[config.mk]
export PLATFORM = sky130hd
export DESIGN_NAME = cx64_unit
export DESIGN_NICKNAME = d
export VERILOG_FILES = /design/src/rtl/cx64_pkg.sv /design/src/rtl/cx64_cmp.sv /design/src/rtl/cx64_seq.sv /design/src/rtl/cx64_unit.sv
export SDC_FILE = /design/constraint.sdc
export NUM_CORES = 1
export LEC_CHECK = 0
export BUFFER_PORTS_ARGS = -buffer_cell sky130_fd_sc_hd__buf_2
export CAP_MARGIN = 30
export CORE_MARGIN = 1.5
export CORE_UTILIZATION = 55
export DETAILED_ROUTE_END_ITERATION = 12
export GPL_TIMING_DRIVEN = 0
export MAX_ROUTING_LAYER = met4
export PLACE_DENSITY = 0.85
export REMOVE_ABC_BUFFERS = 1
export SLEW_MARGIN = 10
export SYNTH_ARGS = -nofsm -noshare
export SYNTH_HDL_FRONTEND = slang
export SYNTH_SLANG_ARGS = --single-unit
[constraint.sdc]
create_clock -name clk -period 3.4 [get_ports clk]
set_input_delay 0.34 -clock clk [delete_from_list [all_inputs] [get_ports clk]]
set_output_delay 0.34 -clock clk [all_outputs]
set_load 0.05 [all_outputs]
[src/rtl/cx64_pkg.sv]
package cx64_pkg;
   typedef enum logic [2:0] {
      ST_IDLE  = 3'd0,
      ST_RD_LO = 3'd1,
      ST_RD_HI = 3'd2,
      ST_CMP   = 3'd3,
      ST_WR_LO = 3'd4,
      ST_WR_HI = 3'd5,
      ST_FIN   = 3'd6
   } cx_state_e;

   localparam int unsigned HALVES = 2;
endpackage

[src/rtl/cx64_cmp.sv]
module cx64_cmp #(
   parameter int unsigned DATA_W = 32,
   parameter int unsigned WORDS  = 2
) (
   input  logic [WORDS-1:0][DATA_W-1:0] mem_words,
   input  logic [WORDS-1:0][DATA_W-1:0] exp_words,
   output logic                         all_equal
);
   logic [WORDS-1:0] eq;

   for (genvar i = 0; i < WORDS; i++) begin : g_half
      assign eq[i] = (mem_words[i] == exp_words[i]);
   end

   assign all_equal = &eq;
endmodule

[src/rtl/cx64_seq.sv]
module cx64_seq
   import cx64_pkg::*;
(
   input  logic      clk,
   input  logic      rst_n,
   input  logic      accept,
   input  logic      acc_ok,
   input  logic      acc_bad,
   input  logic      match_now,
   output cx_state_e state
);
   cx_state_e nxt;

   always_comb begin
      nxt = state;
      unique case (state)
         ST_IDLE:  if (accept) nxt = ST_RD_LO;
         ST_RD_LO: if (acc_bad) nxt = ST_FIN; else if (acc_ok) nxt = ST_RD_HI;
         ST_RD_HI: if (acc_bad) nxt = ST_FIN; else if (acc_ok) nxt = ST_CMP;
         ST_CMP:   nxt = match_now ? ST_WR_LO : ST_FIN;
         ST_WR_LO: if (acc_bad) nxt = ST_FIN; else if (acc_ok) nxt = ST_WR_HI;
         ST_WR_HI: if (acc_bad || acc_ok) nxt = ST_FIN;
         ST_FIN:   nxt = ST_IDLE;
         default:  nxt = ST_IDLE;
      endcase
   end

   always_ff @(posedge clk or negedge rst_n) begin
      if (!rst_n) state <= ST_IDLE;
      else        state <= nxt;
   end

   // completion lasts one cycle, then the unit is idle again
   assert_fin_returns_R9: assert property (@(posedge clk) disable iff (!rst_n)
      (state == ST_FIN) |=> (state == ST_IDLE));
   // a faulted access never leads to another access state
   assert_fault_ends_R7: assert property (@(posedge clk) disable iff (!rst_n)
      acc_bad |=> (state == ST_FIN));
endmodule

[src/rtl/cx64_unit.sv]
module cx64_unit
   import cx64_pkg::*;
#(
   parameter int unsigned ADDR_W   = 32,
   parameter int unsigned DATA_W   = 32,
   parameter int unsigned REG_COST = 6,
   parameter int unsigned MEM_COST = 10,
   localparam int unsigned COST_W  = $clog2(MEM_COST + 1)
) (
   input  logic              clk,
   input  logic              rst_n,
   input  logic              start,
   input  logic              mem_mode,
   input  logic [ADDR_W-1:0] base_addr,
   input  logic [DATA_W-1:0] exp_lo,
   input  logic [DATA_W-1:0] exp_hi,
   input  logic [DATA_W-1:0] rep_lo,
   input  logic [DATA_W-1:0] rep_hi,
   output logic              mem_req,
   output logic              mem_we,
   output logic [ADDR_W-1:0] mem_addr,
   output logic [DATA_W-1:0] mem_wdata,
   input  logic [DATA_W-1:0] mem_rdata,
   input  logic              mem_ack,
   input  logic              mem_fault,
   output logic              mem_lock,
   output logic              wb_en,
   output logic [DATA_W-1:0] wb_lo,
   output logic [DATA_W-1:0] wb_hi,
   output logic              zf_we,
   output logic              zf,
   output logic              done,
   output logic              done_fault,
   output logic [COST_W-1:0] cost
);
   localparam int unsigned WORD_BYTES = DATA_W / 8;

   if (DATA_W < 8 || (DATA_W % 8) != 0) begin : g_bad_width
      $error("cx64_unit: DATA_W must be a whole number of bytes");
   end
   if (REG_COST > MEM_COST) begin : g_bad_cost
      $error("cx64_unit: REG_COST must not exceed MEM_COST");
   end
   if (ADDR_W < 2) begin : g_bad_addr
      $error("cx64_unit: ADDR_W too small");
   end

   cx_state_e state;

   logic [ADDR_W-1:0]               base_q;
   logic [HALVES-1:0][DATA_W-1:0]   exp_q;
   logic [HALVES-1:0][DATA_W-1:0]   rep_q;
   logic [HALVES-1:0][DATA_W-1:0]   rd_q;
   logic                            mode_q;
   logic                            match_q;
   logic                            flt_q;
   logic                            match_now;
   logic                            accept;
   logic                            acc_ok;
   logic                            acc_bad;
   logic                            hi_phase;

   assign accept  = start && (state == ST_IDLE);
   assign acc_bad = mem_req && mem_fault;
   assign acc_ok  = mem_req && mem_ack && !mem_fault;

   cx64_seq u_seq (
      .clk       (clk),
      .rst_n     (rst_n),
      .accept    (accept),
      .acc_ok    (acc_ok),
      .acc_bad   (acc_bad),
      .match_now (match_now),
      .state     (state)
   );

   cx64_cmp #(.DATA_W(DATA_W), .WORDS(HALVES)) u_cmp (
      .mem_words (rd_q),
      .exp_words (exp_q),
      .all_equal (match_now)
   );

   always_ff @(posedge clk or negedge rst_n) begin
      if (!rst_n) begin
         base_q  <= '0;
         exp_q   <= '0;
         rep_q   <= '0;
         rd_q    <= '0;
         mode_q  <= 1'b0;
         match_q <= 1'b0;
         flt_q   <= 1'b0;
      end else begin
         if (accept) begin
            base_q  <= base_addr;
            exp_q   <= {exp_hi, exp_lo};
            rep_q   <= {rep_hi, rep_lo};
            mode_q  <= mem_mode;
            match_q <= 1'b0;
            flt_q   <= 1'b0;
         end
         if (acc_bad) flt_q <= 1'b1;
         if (acc_ok && state == ST_RD_LO) rd_q[0] <= mem_rdata;
         if (acc_ok && state == ST_RD_HI) rd_q[1] <= mem_rdata;
         if (state == ST_CMP) match_q <= match_now;
      end
   end

   assign hi_phase  = (state == ST_RD_HI) || (state == ST_WR_HI);
   assign mem_req   = (state == ST_RD_LO) || (state == ST_RD_HI) ||
                      (state == ST_WR_LO) || (state == ST_WR_HI);
   assign mem_we    = (state == ST_WR_LO) || (state == ST_WR_HI);
   assign mem_addr  = hi_phase ? base_q + ADDR_W'(WORD_BYTES) : base_q;
   assign mem_wdata = hi_phase ? rep_q[1] : rep_q[0];
   assign mem_lock  = (state != ST_IDLE);

   assign done       = (state == ST_FIN);
   assign done_fault = done && flt_q;
   assign zf_we      = done && !flt_q;
   assign zf         = match_q;
   assign wb_en      = zf_we && !match_q;
   assign wb_lo      = rd_q[0];
   assign wb_hi      = rd_q[1];
   assign cost       = mode_q ? COST_W'(MEM_COST) : COST_W'(REG_COST);

   // the sequence opens with a read of the base address
   assert_first_read_low_R1: assert property (@(posedge clk) disable iff (!rst_n)
      $rose(mem_lock) |-> (mem_req && !mem_we && mem_addr == base_q));
   // a store is only ever issued after a full match
   assert_write_after_match_R3: assert property (@(posedge clk) disable iff (!rst_n)
      (mem_req && mem_we) |-> match_q);
   // register write-back only on a clean mismatch
   assert_wb_mismatch_R4: assert property (@(posedge clk) disable iff (!rst_n)
      wb_en |-> (zf_we && !zf && !done_fault));
   // a fault suppresses flag and register updates
   assert_fault_quiet_R7: assert property (@(posedge clk) disable iff (!rst_n)
      done_fault |-> (!zf_we && !wb_en));
   // no access follows a faulted one
   assert_no_access_after_fault_R10: assert property (@(posedge clk) disable iff (!rst_n)
      acc_bad |=> !mem_req);
   // the lock covers every access
   assert_req_locked_R8: assert property (@(posedge clk) disable iff (!rst_n)
      mem_req |-> mem_lock);
   // done is a single-cycle pulse
   assert_done_pulse_R9: assert property (@(posedge clk) disable iff (!rst_n)
      done |=> !done);
   // captured operands are untouched while busy
   assert_busy_ignore_R9: assert property (@(posedge clk) disable iff (!rst_n)
      (state != ST_IDLE) |=> ($stable(base_q) && $stable(mode_q) && $stable(rep_q)));
endmodule

==> metrics list <==
* Pin count of the biggest net entering global routing: 103
- In this design, the stage delay of the slowest critical-path cell is roughly 570 ps.
- Internal Power: 8090 uW
* Number of cells on the worst reg-to-reg path: 6
- During I/O placement, the number of pins put on the boundary was 338.
* Max-cap check violation count: 0
- Clock tree synthesis inserted a total of 25 buffers.
- Once detail routing completed, the nets flagged for antenna violations numbered 0.
- The worst setup path is launched from a register.
- In the final layout, the share of cells above drive strength 1 is 0.304.
* Detail-routed via count per cell: 5.38
* Clk buf depth: 3
- Post-synthesis xor/xnor area fraction: 0.0774
* Period Utilization, post-route: 0.952
* Pwr Density: 1140 mW/mm^2
* Outcome: complete, no violations
- Setup violations remaining at the end of the flow were counted as 0.
- For this block, the routed nets add up to approximately 31 mm of wire.
* Setup skew after layout: 18.0 ps
- Via count of the first global-routing pass: between 9000 and 10000
* Number of cells on the critical path: 6
- Crit path capture type: output pin
- H-Tree Level Count: 1
- The clock net in this run drives a total of 230 sinks.
- For the pin with the worst max-slew slack, the measured transition is between 600 and 700 ps.
- Clock tree root driver cell: sky130_fd_sc_hd__clkbuf_16
* Minimum setup slack in the final design: 163 ps
* Leakage power: 0.00751 uW
- Comb pwr share: 0.507
* Flops & latches, synth: 230
* Clock Power Share: 0.173
* Synthesized instance count: 1143
- Count of unique library cells instantiated by Yosys: 40
* Fraction of registers with async set/reset: 1.00
- The core region is approximately 0.019 sq mm.
* Clk slew on worst S/H paths: 60 ps
- Number of placement rows: 50
- Compound-Gate Fraction of Synth Area: 0.0102
- The pre-antenna-repair detailed-routing pass consisted of 5 iterations.
* Most frequently used flop master after synthesis: sky130_fd_sc_hd__dfrtp_1
* Required time at the worst-slack endpoint: 3060 ps
- The worst hold path belongs to the class in -> reg.
- IO buf count: around 340
* Maximum fanout along the worst path: 38
* Synthesized-area fraction occupied by and/or/nand/nor cells: 0.263
- After detailed placement, the total cell area comes to around 0.012 sq mm.
- TritonCTS clock tree: done
- Wire length of the first global-routing pass: 48.8 mm
- Sequential share of the synthesized area: 0.547
* Via Count: 9663
* Most frequent standard cell in the layout excluding fill and tap cells: sky130_fd_sc_hd__nand2_1
- The number of antenna violations at the first check in global routing came to 3.
- The worst hold path was traced through 3 stages.
- Global placer's final weighted congestion: 0.849
- The final layout contains 1739 nets.
- Die area: around 0.020 sq mm
- Of the total power, the share spent switching nets is 0.499.
- Initial core utilization: 0.562
* Flop pwr share: 0.320
* Switching power total: 8050 uW
- Most frequent cells in the layout: sky130_fd_sc_hd__nand2_1 (579), sky130_fd_sc_hd__buf_2 (334), sky130_fd_sc_hd__dfrtp_1 (230)
- The critical path is of the reg -> out type.
- Achievable Freq: 0.309 GHz
- The worst pin sits at a relative slew slack of 0.576.
* Design Area, Final: 0.0142 sq mm
- Average size of a mapped cell: between 9 and 10 sq um
- Setup repair after global routing left no endpoint under its margin.
* Dpl ws: 478 ps
- Mux share of post-synthesis cell area: 0.0695
* Worst IR drop on VDD: 0.736 mV
* Area overhead of the layout relative to synthesis: 34.8%
* Number of warnings reported in the yosys synthesis log: 0
- In this run the cell area of the synthesized design comes to 0.0105 sq mm.
- Main combinational cell family by area after synthesis: simple AND/OR/NAND/NOR gates
- Across every metal layer, demand over resource in global routing totals 0.317.
* Arithmetic-cell share of the synthesized area counting full adders, half adders and majority gates: 0.00119
* Worst path slowest cell: sky130_fd_sc_hd__dfrtp_1
- Buffers and inverters on the worst path: 1
* Remaining global-route overflow: 0
- From left edge to right edge, the die measures 141 um.
- Post CTS Setup Buffer Count: 0
- DRT iter0 DRCs: 688
- Number of failing hold endpoints at the final stage: 0
* Die extent in y: 141 um
- At the later pin of the worst-skew pair, clock insertion delay measures ~540 ps.
* Critical path arrival: 2900 ps
* Number of remaining DRC errors: 0
- Dividing the detail-routed wire length by the instance count gives 17.4 um.
* Post-layout min period: roughly 3200 ps
- Counting flops with a built-in enable in the synthesized netlist gives 0.
- After legalization and detailed placement, the total HPWL measured 19.2 mm.
* Worst path top cell family by delay: simple AND/OR/NAND/NOR gates
* Number of slew-limit violations in the final report: 0
- Chain of cells forming the critical path: nor3b_4, or2_4, nand4_1, nor2_1, xor2_1, buf_2
==> synth_stat cells, types with 2 or more instances <==
cell type                    n  area [sq um]
sky130_fd_sc_hd__a21oi_1     3          15.0
sky130_fd_sc_hd__and2_1      2          12.5
sky130_fd_sc_hd__and3_1      4          25.0
sky130_fd_sc_hd__buf_1       5          18.8
sky130_fd_sc_hd__buf_2      28           140
sky130_fd_sc_hd__buf_4       6          45.0
sky130_fd_sc_hd__clkbuf_1   18          67.6
sky130_fd_sc_hd__conb_1      2          7.51
sky130_fd_sc_hd__dfrtp_1   230          5760
sky130_fd_sc_hd__inv_1      10          37.5
sky130_fd_sc_hd__mux2_2     64           721
sky130_fd_sc_hd__nand2_1   581          2180
sky130_fd_sc_hd__nand3_1     8          40.0
sky130_fd_sc_hd__nand3_2     2          20.0
sky130_fd_sc_hd__nand4_1    21           131
sky130_fd_sc_hd__nand4_4     2          42.5
sky130_fd_sc_hd__nor2_1     18          67.6
sky130_fd_sc_hd__nor2b_1     5          31.3
sky130_fd_sc_hd__nor3_1      2          10.0
sky130_fd_sc_hd__nor3_2      8          80.1
sky130_fd_sc_hd__nor4_1      4          25.0
sky130_fd_sc_hd__o21ai_0    11          55.1
sky130_fd_sc_hd__xnor2_1    78           683
sky130_fd_sc_hd__xor2_1     15           131
==> flip-flops by register name (all words and copies together) (netlist names) <==
register and count:
u_seq.state 3, zf 1, flt_q 1, base_q 32
rep_q 64, wb_lo 32, mode_q 1, wb_hi 32
exp_q 64
==> worst reg2reg max path: stages, from the launching register on <==
cell and delay (ps):
sky130_fd_sc_hd__dfrtp_1 530, sky130_fd_sc_hd__nor3_2 480, sky130_fd_sc_hd__and2_4 460, sky130_fd_sc_hd__buf_16 300
sky130_fd_sc_hd__buf_16 320, sky130_fd_sc_hd__nand2_1 170, sky130_fd_sc_hd__o21ai_0 150
==> final timing paths <==
path                                             from               endpoint  slack (ps)
hold / removal                             exp_lo[28]  exp_q[28]$_DFFE_PN0P_           7
max in group asynchronous                       rst_n  rep_q[49]$_DFFE_PN0P_        2350
setup reg to reg           u_seq.state[0]$_DFFE_PN0P_     mode_q$_DFFE_PN0P_         890
min in group asynchronous                       rst_n  wb_lo[12]$_DFFE_PN0P_         260
hold reg to reg                 rep_q[50]$_DFFE_PN0P_  rep_q[50]$_DFFE_PN0P_         470
setup / recovery           u_seq.state[1]$_DFFE_PN0P_           mem_addr[12]         160
==> power by group through the flow <==
stage / Combinational, uW / Sequential [uW] / Clock [uW]
finish: 8180 / 5170 / 2790
global route: 8660 / 5300 / 2930
CTS: 8080 / 5110 / 2810
detailed placement: 7930 / 5140 / 0
global placement: 7840 / 5040 / 0
floorplan: 4680 / 6260 / 0
==> routing by layer <==
layer | vias up | wire length [um] | GRT usage
met4 | 0 | 1710 | 0.166
met5 | - | 0 | -
met3 | 154 | 1870 | 0.0510
li1 | 4391 | - | -
met2 | 481 | 15700 | 0.528
met1 | 4637 | 12000 | 0.374
==> logic make-up after synthesis <==
logic type / count (synthesis)
multiplexers: 65
AND/OR/NAND/NOR: 666
buffers and inverters: 68
XOR/XNOR: 93
adder cells (fa/ha/maj): 1
flip-flops: 230
AO/OA/AOI/OAI: 18
other: 2
==> area by class of cell <==
class,count,area (sq um)
antenna,4,10.0
clock buffer,35,733
clock inverter,9,115
fill,1153,4530
inverter,10,37.5
multi-input combinational,845,4470
sequential,230,5760
tap,234,293
timing repair buffer,428,2760
==> stage by stage <==
stage | hold slack [ps] | std cells | utilization | setup TNS, ps | total power [uW]
2_1_floorplan | 44.4 | 1085 | - | -76660 | 10900
3_3_place_gp | 457 | 1654 | 0.653 | -824900 | 12900
3_5_place_dp | 214 | 1663 | 0.667 | 0 | 13100
4_1_cts | 0.251 | 1791 | 0.757 | 0 | 16000
5_1_grt | 2.32 | 1794 | 0.758 | 0 | 16900
6_report | 6.54 | 1795 | 0.758 | 0 | 16100
==> timing repair <==
action,CTS,global route
hold buffers,84,0
gates resized for setup,1,0
endpoints found under the hold margin,110,0
endpoints found under the setup margin,3,0
Power figures use the tool's default switching activity.
